==> src/rtl/xlat_pkg.sv <==
// Shared types for the address-routing translator.
// Assumes a 32-bit byte-addressed request port.
package xlat_pkg;
    typedef enum logic [1:0] {
        TGT_IRAM = 2'd0,
        TGT_DRAM = 2'd1,
        TGT_AHB  = 2'd2,
        TGT_NONE = 2'd3
    } route_e;

    typedef enum logic [1:0] {
        SZ_BYTE = 2'd0,
        SZ_HALF = 2'd1,
        SZ_WORD = 2'd2
    } size_e;

    typedef enum logic [1:0] {
        BUS_IDLE = 2'd0,
        BUS_ADDR = 2'd1,
        BUS_DATA = 2'd2
    } bus_st_e;

    localparam logic [1:0] HTRANS_IDLE   = 2'b00;
    localparam logic [1:0] HTRANS_NONSEQ = 2'b10;
endpackage

==> src/rtl/xlat_lanes.sv <==
// Byte-lane unit: derives byte enables, replicated write data and the
// misalignment flag from the size code and the low address bits.
// Assumes a little-endian 32-bit bus with 4 byte lanes.
module xlat_lanes
    import xlat_pkg::*;
#(
    parameter int LANES = 4
) (
    input  logic [1:0]         size,
    input  logic [1:0]         addr_lo,
    input  logic [8*LANES-1:0] wdata,
    output logic [LANES-1:0]   be,
    output logic [8*LANES-1:0] wdata_rep,
    output logic               misaligned
);
    // one enable per lane, selected by size and the address offset
    for (genvar i = 0; i < LANES; i++) begin : g_lane
        localparam logic [1:0] IDX = 2'(i);
        assign be[i] = (size == SZ_WORD)
                     | ((size == SZ_HALF) && (addr_lo[1] == IDX[1]))
                     | ((size == SZ_BYTE) && (addr_lo == IDX));
    end

    // replicate the right-aligned store data onto every lane
    always_comb begin
        case (size)
            SZ_BYTE: wdata_rep = {LANES{wdata[7:0]}};
            SZ_HALF: wdata_rep = {(LANES/2){wdata[15:0]}};
            default: wdata_rep = wdata;
        endcase
    end

    // alignment rule: halfwords even, words on 4-byte boundaries, code 3 invalid
    always_comb begin
        case (size)
            SZ_BYTE: misaligned = 1'b0;
            SZ_HALF: misaligned = addr_lo[0];
            SZ_WORD: misaligned = |addr_lo;
            default: misaligned = 1'b1;
        endcase
    end
endmodule

==> src/rtl/xlat_decode.sv <==
// Address decoder: picks the target of a request and its error policy.
// Fetches may only reach the code RAM. Data accesses reach the data RAM,
// complete silently in the reserved data window, or fall through to the bus.
// Assumes the ranges do not overlap.
module xlat_decode
    import xlat_pkg::*;
#(
    parameter logic [31:0] IRAM_BASE = 32'hBFC0_0000,
    parameter logic [31:0] IRAM_SIZE = 32'h0001_0000,
    parameter logic [31:0] DRAM_BASE = 32'hBFD0_0000,
    parameter logic [31:0] DRAM_SIZE = 32'h0001_8000,
    parameter logic [31:0] DWIN_BASE = 32'hBFD1_8000,
    parameter logic [31:0] DWIN_LAST = 32'hBFFF_FFFF
) (
    input  logic        fetch,
    input  logic [31:0] addr,
    input  logic        misaligned,
    output route_e      route,
    output logic        fail
);
    localparam logic [31:0] DWIN_SPAN = DWIN_LAST - DWIN_BASE;

    logic in_iram, in_dram, in_win;

    // unsigned offset compare covers both range ends at once
    always_comb begin
        in_iram = (addr - IRAM_BASE) < IRAM_SIZE;
        in_dram = (addr - DRAM_BASE) < DRAM_SIZE;
        in_win  = (addr - DWIN_BASE) <= DWIN_SPAN;
    end

    // route choice and the per-kind out-of-range policy
    always_comb begin
        route = TGT_NONE;
        fail  = 1'b0;
        if (misaligned) begin
            fail = 1'b1;
        end else if (fetch) begin
            if (in_iram) route = TGT_IRAM;
            else         fail  = 1'b1;
        end else if (in_dram) begin
            route = TGT_DRAM;
        end else if (!in_win) begin
            route = TGT_AHB;
        end
    end
endmodule

==> src/rtl/xlat_ahb_master.sv <==
// Single-transfer AHB-Lite master. It captures a request on start, drives
// one NONSEQ address phase, then a data phase that holds until hready.
// Assumes start is only raised while busy is low.
module xlat_ahb_master
    import xlat_pkg::*;
#(
    parameter int DW = 32,
    parameter int AW = 32
) (
    input  logic          clk,
    input  logic          rst_n,
    input  logic          start,
    input  logic [AW-1:0] addr,
    input  logic [1:0]    size,
    input  logic          write,
    input  logic [DW-1:0] wdata,
    output logic          busy,
    output logic          done,
    output logic [DW-1:0] rd_data,
    output logic          rd_err,
    output logic [AW-1:0] haddr,
    output logic [1:0]    htrans,
    output logic [2:0]    hsize,
    output logic          hwrite,
    output logic [DW-1:0] hwdata,
    input  logic [DW-1:0] hrdata,
    input  logic          hready,
    input  logic          hresp
);
    bus_st_e       st;
    logic [AW-1:0] addr_q;
    logic [1:0]    size_q;
    logic          write_q;
    logic [DW-1:0] wdata_q;

    // phase sequencer and request capture
    always_ff @(posedge clk) begin
        if (!rst_n) begin
            st      <= BUS_IDLE;
            addr_q  <= '0;
            size_q  <= '0;
            write_q <= 1'b0;
            wdata_q <= '0;
        end else begin
            case (st)
                BUS_IDLE: if (start) begin
                    st      <= BUS_ADDR;
                    addr_q  <= addr;
                    size_q  <= size;
                    write_q <= write;
                    wdata_q <= wdata;
                end
                BUS_ADDR: if (hready) st <= BUS_DATA;
                BUS_DATA: if (hready) st <= BUS_IDLE;
                default:  st <= BUS_IDLE;
            endcase
        end
    end

    // bus outputs and completion strobe
    always_comb begin
        htrans  = (st == BUS_ADDR) ? HTRANS_NONSEQ : HTRANS_IDLE;
        haddr   = addr_q;
        hsize   = {1'b0, size_q};
        hwrite  = write_q;
        hwdata  = wdata_q;
        busy    = (st != BUS_IDLE);
        done    = (st == BUS_DATA) && hready;
        rd_data = hrdata;
        rd_err  = hresp;
    end
endmodule

==> src/rtl/mem_route_xlat.sv <==
// Top of the address-routing translator. It accepts one request per cycle
// unless a bus transfer is in flight, steers it to the code RAM, the data RAM
// or the bus, and returns one registered response per request.
// Assumes the RAMs return read data the cycle after their strobe.
module mem_route_xlat
    import xlat_pkg::*;
#(
    parameter logic [31:0] IRAM_BASE = 32'hBFC0_0000,
    parameter logic [31:0] IRAM_SIZE = 32'h0001_0000,
    parameter logic [31:0] DRAM_BASE = 32'hBFD0_0000,
    parameter logic [31:0] DRAM_SIZE = 32'h0001_8000,
    parameter logic [31:0] DWIN_BASE = 32'hBFD1_8000,
    parameter logic [31:0] DWIN_LAST = 32'hBFFF_FFFF,
    parameter int          IRAM_AW   = $clog2(IRAM_SIZE) - 2,
    parameter int          DRAM_AW   = $clog2(DRAM_SIZE) - 2
) (
    input  logic               clk,
    input  logic               rst_n,
    input  logic               req_valid,
    output logic               req_ready,
    input  logic               req_fetch,
    input  logic               req_write,
    input  logic [1:0]         req_size,
    input  logic [31:0]        req_addr,
    input  logic [31:0]        req_wdata,
    output logic               rsp_valid,
    output logic               rsp_err,
    output logic [31:0]        rsp_rdata,
    output logic               iram_en,
    output logic [IRAM_AW-1:0] iram_addr,
    input  logic [31:0]        iram_rdata,
    output logic               dram_en,
    output logic               dram_we,
    output logic [3:0]         dram_be,
    output logic [DRAM_AW-1:0] dram_addr,
    output logic [31:0]        dram_wdata,
    input  logic [31:0]        dram_rdata,
    output logic [31:0]        haddr,
    output logic [1:0]         htrans,
    output logic [2:0]         hsize,
    output logic               hwrite,
    output logic [31:0]        hwdata,
    input  logic [31:0]        hrdata,
    input  logic               hready,
    input  logic               hresp
);
    logic [3:0]  lane_be;
    logic [31:0] lane_wdata;
    logic        misaligned;
    route_e      route;
    logic        route_fail;
    logic        accept;
    logic        bus_start, bus_busy, bus_done, bus_err;
    logic [31:0] bus_rdata;
    logic        rsp_valid_q, rsp_err_q;
    route_e      rsp_src_q;
    logic [31:0] bus_rdata_q;

    xlat_lanes #(.LANES(4)) u_lanes (
        .size       (req_size),
        .addr_lo    (req_addr[1:0]),
        .wdata      (req_wdata),
        .be         (lane_be),
        .wdata_rep  (lane_wdata),
        .misaligned (misaligned)
    );

    xlat_decode #(
        .IRAM_BASE (IRAM_BASE), .IRAM_SIZE (IRAM_SIZE),
        .DRAM_BASE (DRAM_BASE), .DRAM_SIZE (DRAM_SIZE),
        .DWIN_BASE (DWIN_BASE), .DWIN_LAST (DWIN_LAST)
    ) u_dec (
        .fetch      (req_fetch),
        .addr       (req_addr),
        .misaligned (misaligned),
        .route      (route),
        .fail       (route_fail)
    );

    xlat_ahb_master #(.DW(32), .AW(32)) u_bus (
        .clk     (clk),
        .rst_n   (rst_n),
        .start   (bus_start),
        .addr    (req_addr),
        .size    (req_size),
        .write   (req_write),
        .wdata   (lane_wdata),
        .busy    (bus_busy),
        .done    (bus_done),
        .rd_data (bus_rdata),
        .rd_err  (bus_err),
        .haddr   (haddr),
        .htrans  (htrans),
        .hsize   (hsize),
        .hwrite  (hwrite),
        .hwdata  (hwdata),
        .hrdata  (hrdata),
        .hready  (hready),
        .hresp   (hresp)
    );

    // acceptance and target strobes for the current request
    always_comb begin
        req_ready  = !bus_busy;
        accept     = req_valid && req_ready;
        iram_en    = accept && (route == TGT_IRAM);
        iram_addr  = IRAM_AW'((req_addr - IRAM_BASE) >> 2);
        dram_en    = accept && (route == TGT_DRAM);
        dram_we    = req_write;
        dram_be    = lane_be;
        dram_addr  = DRAM_AW'((req_addr - DRAM_BASE) >> 2);
        dram_wdata = lane_wdata;
        bus_start  = accept && (route == TGT_AHB);
    end

    // response register: one pulse per accepted request
    always_ff @(posedge clk) begin
        if (!rst_n) begin
            rsp_valid_q <= 1'b0;
            rsp_err_q   <= 1'b0;
            rsp_src_q   <= TGT_NONE;
            bus_rdata_q <= '0;
        end else begin
            rsp_valid_q <= (accept && (route != TGT_AHB)) || bus_done;
            if (accept && (route != TGT_AHB)) begin
                rsp_src_q <= route;
                rsp_err_q <= route_fail;
            end else if (bus_done) begin
                rsp_src_q   <= TGT_AHB;
                rsp_err_q   <= bus_err;
                bus_rdata_q <= bus_rdata;
            end
        end
    end

    // read data return from the source of the response
    always_comb begin
        rsp_valid = rsp_valid_q;
        rsp_err   = rsp_err_q;
        case (rsp_src_q)
            TGT_IRAM: rsp_rdata = iram_rdata;
            TGT_DRAM: rsp_rdata = dram_rdata;
            TGT_AHB:  rsp_rdata = bus_rdata_q;
            default:  rsp_rdata = '0;
        endcase
    end
endmodule

==> config.mk <==
export PLATFORM = sky130hd
export DESIGN_NAME = mem_route_xlat
export DESIGN_NICKNAME = d
export VERILOG_FILES = /design/src/rtl/xlat_pkg.sv /design/src/rtl/xlat_lanes.sv /design/src/rtl/xlat_decode.sv /design/src/rtl/xlat_ahb_master.sv /design/src/rtl/mem_route_xlat.sv
export SDC_FILE = /design/constraint.sdc
export NUM_CORES = 1
export LEC_CHECK = 0
export CAP_MARGIN = 20
export CORE_ASPECT_RATIO = 0.75
export CORE_UTILIZATION = 35
export CTS_CLUSTER_SIZE = 25
export DETAILED_ROUTE_END_ITERATION = 10
export GPL_TIMING_DRIVEN = 0
export PLACE_DENSITY_LB_ADDON = 0.1
export SLEW_MARGIN = 20
export SYNTH_ARGS = -nofsm -noshare
export SYNTH_HDL_FRONTEND = slang
export SYNTH_SLANG_ARGS = --single-unit
export TNS_END_PERCENT = 5
==> constraint.sdc <==
create_clock -name clk -period 2.9 [get_ports clk]
set_input_delay 0.58 -clock clk [delete_from_list [all_inputs] [get_ports clk]]
set_output_delay 0.58 -clock clk [all_outputs]
set_load 0.03 [all_outputs]
==> results of run 1 <==
## registers in the layout, summed over array words and instances, names as in the netlist
register and flops:
rsp_valid 1, rsp_err 1, bus_rdata_q 32, u_bus.haddr 32, u_bus.hwdata 32, u_bus.st 2
u_bus.size_q 2, rsp_src_q 2, u_bus.hwrite 1
## synthesized netlist by cell type, types with 3 or more instances
library cell / instances
nand2_1: 115
a21oi_1: 114
dfxtp_1: 105
o21ai_0: 93
nand3_1: 58
clkbuf_1: 49
buf_4: 46
mux2i_1: 42
nor3_1: 24
nor2_1: 21
mux2_2: 16
nor3_2: 13
buf_2: 12
inv_1: 7
o21ai_1: 6
nand2b_1: 5
nor2b_1: 5
a31oi_1: 4
and3_1: 4
buf_6: 4
a2111oi_0: 3
nand4_1: 3
nor4_1: 3
o211ai_1: 3
or4_1: 3
## repair_timing
action,CTS,global route
setup endpoints to repair,128,94
gates resized for setup,100,54
buffers inserted,10,9
pin swaps,7,8
cloned,2,0
## through the flow
step / setup TNS, ns / setup slack (ns) / hold WS [ns] / std cells
after floorplan: 0 / 0.03859 / 0.4360 / 803
after global placement: -80.05 / -1.134 / 0.4477 / 1349
after detailed placement: -79.05 / -1.075 / 0.4481 / 1349
after CTS: -0.2109 / -0.1681 / 0.4574 / 1377
after global routing: -0.8103 / -0.1460 / 0.4705 / 1386
final: -0.1024 / -0.07101 / 0.4584 / 1386
## worst max path at each step
stage                            start      end  slack (ns)
after floorplan           req_addr[23]  iram_en        0.04
after global placement    req_addr[17]  dram_en       -1.13
after detailed placement  req_addr[17]  dram_en       -1.07
after CTS                 req_addr[17]  dram_en       -0.17
after global routing      req_addr[28]  dram_en       -0.15
final                     req_addr[19]  dram_en       -0.07
## metal layers
metal / vias to the layer above / wire length, um
met5: - / 0
met2: 264 / 11480
met3: 24 / 1507
li1: 3518 / -
met4: 0 / 365
met1: 3360 / 11010
## kinds of logic after synthesis
logic type | after synthesis
buffers and inverters | 121
adders and majority gates | 1
and+or+nand+nor | 269
AOI/OAI and AO/OA | 243
muxes | 58
xor gates and xnor gates | 4
other | 1
DFF | 105
## power groups by stage
stage	clock, W	combinational (W)	sequential [W]
after global routing	0.00124	0.00124	0.00152
after floorplan	0	0.000486	0.00162
after CTS	0.00119	0.00115	0.00151
after global placement	0	0.00113	0.00155
final	0.00116	0.00117	0.00151
after detailed placement	0	0.00113	0.00155
## worst register-to-register path, delay by kind of cell, from the launching register on
| kind | cells | cell delay [ns] |
|---|---|---|
| buffers and inverters | 2 | 0.31 |
| DFF | 1 | 0.34 |
| and+or+nand+nor | 5 | 1.24 |
## final cells by class
cell class,count,area (um2)
Timing Repair Buffer,352,3480
Sequential cell,105,2102
Inverter,7,26.28
Fill cell,1610,6551
Multi-Input combinational cell,577,3471
Tap cell,215,269.0
Clock buffer,10,229.0
Clock inverter,6,50.05
Buffer,114,750.7
==> summary.txt, run 1 <==
Logic synthesis
  • FF+latch count, synth: 105
  • Synth area leader: dfxtp_1
  • Yosys top cell area share: 34.49%
  • YS warnings: 0
  • Top cells by area, synth: dfxtp_1, a21oi_1, o21ai_0
  • Synth async-reset ratio: 0%
  • Post-Synth Adder-Cell Area: 0.2053%
  • Syn Inst Count: 802
  • Sequential share of the synthesized area: 34.49%
  • Post-synth EDFFs: 0
  • XOR/XNOR Fraction of Synth Area: 0.5748%
  • Distinct cells, synth: 57
  • Post-synthesis mux area share: 9.854%
  • Synth Area in Simple Gates: 21.95%
  • Mapped Area: 6095 um2
  • Syn_area_per_cell: 7.599 um2
  • Largest family of logic cells by synthesized area: simple AND/OR/NAND/NOR gates
  • Synth Area in Compound Gates: 21.78%
  • Synth Flop Type: dfxtp_1

Place
  • Final HPWL DP: 19.09 mm
  • Dpl cell area: 9696 um2
  • Count of buffers from port buffering: 331
  • RD Place Congestion: 0.9166

Power
  • Pleak: 4.292 nW
  • Pint: 0.002635 W
  • Clock share of power: 30.2%
  • P_sw: 0.001217 W
  • VDD IR-drop max: 0.0002536 V
  • Final Power: 0.003852 W
  • Power Dens Cells: 371.2 nW/um2
  • Sw frac: 31.60%
  • Register share of total power: 39.3%
  • Gate power share: 30.5%

Finish
  • Post-layout util: 61.30%
  • Share of layout cells above drive strength 1: 15.71%
  • Antenna diodes: 0
  • Most frequent cells in the layout: clkdlybuf4s50_1, nand2_1, a21oi_1, dfxtp_1, o21ai_0
  • Fin area: 10,380 um2
  • Most common cell after layout, fill and taps aside: clkdlybuf4s50_1
  • Nets: 1,336
  • Synthesis-to-layout area growth: 70.27%

Floorplan
  • Core area: 16,930 um2
  • IO Count: 342
  • Die width: 154.4 um
  • Die area: 17,950 um2
  • Die height: 116.3 um
  • Num rows: 41
  • Effective utilization at floorplan: 36.00%

STA
  • RSZ-0062 raised after global routing: yes
  • Slew @ Worst Pin: 0.6726 ns
  • Max Freq: 336.6 MHz
  • Crit path time final: 2.971 ns
  • Skew final: 0.009091 ns
  • Final setup viols: 2
  • Worst slew margin: 55.16%
  • Final Hold Violating Endpoints: 0
  • Setup ws final: -0.07101 ns
  • Slew Limit Fails: 0
  • Final period utilization: 102.4%

Clock network
  • Cts hold-fix bufs: 0
  • Worst skew pair latency: 0.35 ns
  • CTS tree: yes
  • Num CTS Buffers: 9
  • Worst-path clk slew: 0.07 ns
  • Clk sink count: 105
  • H-tree depth: 3
  • CTS root buffer: clkbuf_16
  • Longest Clk Path Bufs: 2

Worst setup path
  • Crit path max-delay cell type: or3_4
  • CP cell instances: dlygate4sd2_1, or3_4, nor4_4, a21oi_2, nor2_2, nand3_2, nor4_4, buf_4
  • CP arrival: 2.39 ns
  • Worst Reg-to-Reg Cells: 7
  • Startpoint types: primary input
  • Worst r2r dst: u_bus.hwdata[17]$_SDFFE_PN0P_
  • R2r setup slk: 0.86 ns
  • Critical path class: primary input to output port
  • Critical path's top delay family: simple AND/OR/NAND/NOR gates
  • WP depth: 8
  • Largest stage delay, worst path: 0.39 ns
  • WP buf/inv: 2
  • Worst reg2reg startpoint: u_bus.st[0]$_SDFFE_PN0P_
  • Crit path required time: 2.32 ns
  • Most used cell, CP: nor4_4
  • CP Capture Type: output port
  • Max FO, Critical Path: 5

Detailed routing
  • Drt total wl: 24.36 mm
  • Via density: 5.170
  • DRT iter0 DRCs: 424
  • Via count: 7,166
  • ANT nets after route: 0
  • DRC Markers: 0
  • Routed WL per cell: 17.58 um
  • Pre-antenna DRT Iters: 4

Status
  • Status: complete, but fails checks
  • Failing checks: setup timing

GRT
  • Global Route met3 Usage: 5.306%
  • Antenna violations before repair: 0
  • Met1 Use GR: 34.83%
  • GRT Max-Usage Layer: met2
  • Global Route Usage Sum: 25.87%
  • Largest net degree at the start of global routing: 19
  • Met2 usage: 42.73%
  • Overflow after GRT: 0
  • Global-route wire length before repair: 35.98 mm
  • Vias in the first global route: 6,499

Hold path
  • Hold Path Sink: bus_rdata_q[15]$_SDFFE_PN0P_
  • Hold Path Stages: 2
  • Min-Delay Path Class: flip-flop to flip-flop
  • Hold wc startpoint: bus_rdata_q[15]$_SDFFE_PN0P_

Run
  • Max cap viols: 0
(Power assumes the default switching activity.)
==> inputs of run 2 (changes only) <==
CORE_ASPECT_RATIO = 0.5   (was 0.75)
CTS_CLUSTER_SIZE = 20   (was 25)
==> run 2 against run 1 <==
  * Setup slack improved by 0.024 ns
  * Critical path type unchanged
  * Largest cell class unchanged
  * Via count decreased by 1.3%
  * The flow still finishes with violations (setup timing)
  * First-iteration DRC count fell by 39%
  * Global-route usage rose by 0.29 points
  * Largest power group unchanged
  * Critical path depth stayed put
  * Die area rose by 0.15%
  * Sequential share of layout area rose by 0.29 points
  * Design area down 1.4%
  * Clock-buffer cell count stayed put
  * Fmax is 0.80% higher
==> summary.txt, run 2 (same netlist as run 1, synthesis figures left out) <==
Worst setup path
  • CP arrival: 2.37 ns
  • R2r setup slk: 1.10 ns
  • Startpoint types: primary input
  • Worst Reg-to-Reg Cells: 7
  • Most used cell, CP: nor4_4
  • CP Capture Point: dram_en
  • Worst reg2reg startpoint: u_bus.st[0]$_SDFFE_PN0P_
  • Worst r2r dst: u_bus.hwdata[14]$_SDFFE_PN0P_
  • Largest stage delay, worst path: 0.38 ns
  • Crit path from: req_addr[19]
  • Max FO, Critical Path: 5
  • Crit path max-delay cell type: or3_4
  • Crit path required time: 2.32 ns
  • CP cell instances: clkdlybuf4s15_2, or3_4, nor4_4, a21oi_1, nor2_2, nand3_2, nor4_4, buf_6
  • CP Capture Type: output port
  • Critical path class: primary input to output port

Clock network
  • CTS root buffer: clkbuf_16
  • Num CTS Buffers: 9
  • Longest Clk Path Bufs: 2
  • Cts hold-fix bufs: 0
  • Worst skew pair latency: 0.34 ns
  • H-tree depth: 3
  • Clk sink count: 105
  • Worst-path clk slew: 0.08 ns
  • CTS tree: yes

Detailed routing
  • Pre-antenna DRT Iters: 4
  • ANT nets after route: 0
  • Via density: 5.105
  • DRT iter0 DRCs: 260
  • Via count: 7,070
  • Routed WL per cell: 17.59 um
  • DRC Markers: 0
  • Drt total wl: 24.36 mm

STA
  • RSZ-0062 raised after global routing: yes
  • Worst slew margin: 53.46%
  • Final Hold Violating Endpoints: 0
  • Setup TNS: -0.05114 ns
  • Slew @ Worst Pin: 0.6805 ns
  • Setup ws final: -0.04741 ns
  • Skew final: 0.01059 ns
  • Final period utilization: 101.6%
  • Crit path time final: 2.947 ns
  • Final setup viols: 2
  • Max Freq: 339.3 MHz
  • Slew Limit Fails: 0

Floorplan
  • Effective utilization at floorplan: 36.54%
  • Die width: 188.6 um
  • IO Count: 342
  • Die area: 17,980 um2
  • Num rows: 33
  • Die height: 95.31 um
  • Core area: 16,680 um2

Place
  • RD Place Congestion: 0.8539
  • Pre-CTS setup slack: -1.131 ns
  • Count of buffers from port buffering: 331
  • Dpl cell area: 9711 um2
  • Final HPWL DP: 18.91 mm

Status
  • Status: complete, but fails checks
  • Failing checks: setup timing

GRT
  • Global-route wire length before repair: 36.89 mm
  • Overflow after GRT: 0
  • Global Route Usage Sum: 26.16%
  • Largest net degree at the start of global routing: 18
  • Antenna violations before repair: 0
  • Vias in the first global route: 6,775

Finish
  • Synthesis-to-layout area growth: 67.89%
  • Fin area: 10,230 um2
  • Post-layout util: 61.34%
  • Nets: 1,323
  • Antenna diodes: 0
  • FILL cells: 1,564
  • Most frequent cells in the layout: clkdlybuf4s50_1, nand2_1, a21oi_1, dfxtp_1, o21ai_0
  • Share of layout cells above drive strength 1: 13.82%
  • Most common cell after layout, fill and taps aside: clkdlybuf4s50_1

Run
  • Max cap viols: 0

Power
  • Pleak: 4.096 nW
  • Power Dens Cells: 391.0 nW/um2
  • VDD IR-drop max: 0.0003003 V
  • Final Power: 0.004000 W

Hold path
  • Min-Delay Path Class: flip-flop to flip-flop
-- run 2: layout make-up --
type                       count  area (um2)  share of cell area (%)
multi-input combinational    577        3437                   33.59
inverter                       7       26.28                  0.2568
tap                          227       284.0                   2.776
buffer                       114       714.4                   6.982
timing repair buffer         339        3339                   32.64
clock inverter                 6       90.09                  0.8804
clock buffer                  10       239.0                   2.336
sequential                   105        2102                   20.54
-- run 2: metrics by stage --
step,cells,hold slack (ns)
after floorplan,803,0.4360
after global placement,1361,0.4415
after detailed placement,1361,0.4476
after CTS,1385,0.4583
after global routing,1385,0.4795
final,1385,0.4580
-- run 2: routing by layer --
| metal | routed length (um) | GRT usage, % | share of wire, % |
|---|---|---|---|
| met1 | 10670 | 33.01 | 44 |
| met2 | 11760 | 45.89 | 48 |
| met3 | 1674 | 6.367 | 6.9 |
| met4 | 257 | 4.839 | 1.1 |
| met5 | 0 | 0 | 0 |
-- run 2: how the worst min path moves through the flow --
| stage | slack (ns) | endpoint | start | cells after the start |
|---|---|---|---|---|
| after floorplan | 0.44 | bus_rdata_q[0]$_SDFFE_PN0P_ | bus_rdata_q[0]$_SDFFE_PN0P_ | 2 |
| after global placement | 0.44 | bus_rdata_q[3]$_SDFFE_PN0P_ | bus_rdata_q[3]$_SDFFE_PN0P_ | 2 |
| after detailed placement | 0.45 | bus_rdata_q[12]$_SDFFE_PN0P_ | bus_rdata_q[12]$_SDFFE_PN0P_ | 2 |
| after CTS | 0.46 | bus_rdata_q[12]$_SDFFE_PN0P_ | bus_rdata_q[12]$_SDFFE_PN0P_ | 2 |
| after global routing | 0.48 | bus_rdata_q[10]$_SDFFE_PN0P_ | bus_rdata_q[10]$_SDFFE_PN0P_ | 2 |
| final | 0.46 | bus_rdata_q[12]$_SDFFE_PN0P_ | bus_rdata_q[12]$_SDFFE_PN0P_ | 2 |
-- run 2: repair_timing --
item                       4_1_cts  5_1_grt
gates cloned                     1        0
buffers inserted                 7        0
setup endpoints to repair      124       71
resized for setup              113       16
pin swaps                       10        3
-- run 2: where the power goes --
group          internal, W  leakage (nW)  total, W  switching [W]
Combinational     0.000536          3.09   0.00114       0.000608
Sequential         0.00149         0.852   0.00151      0.0000250
Clock             0.000784         0.159   0.00134       0.000559
Total              0.00281          4.10   0.00400        0.00119
-- run 2: critical path: cells and delay by family --
family                 cells  cell delay (ns)
buffers and inverters      2             0.42
AOI/OAI and AO/OA          1             0.12
and+or+nand+nor            5             1.23
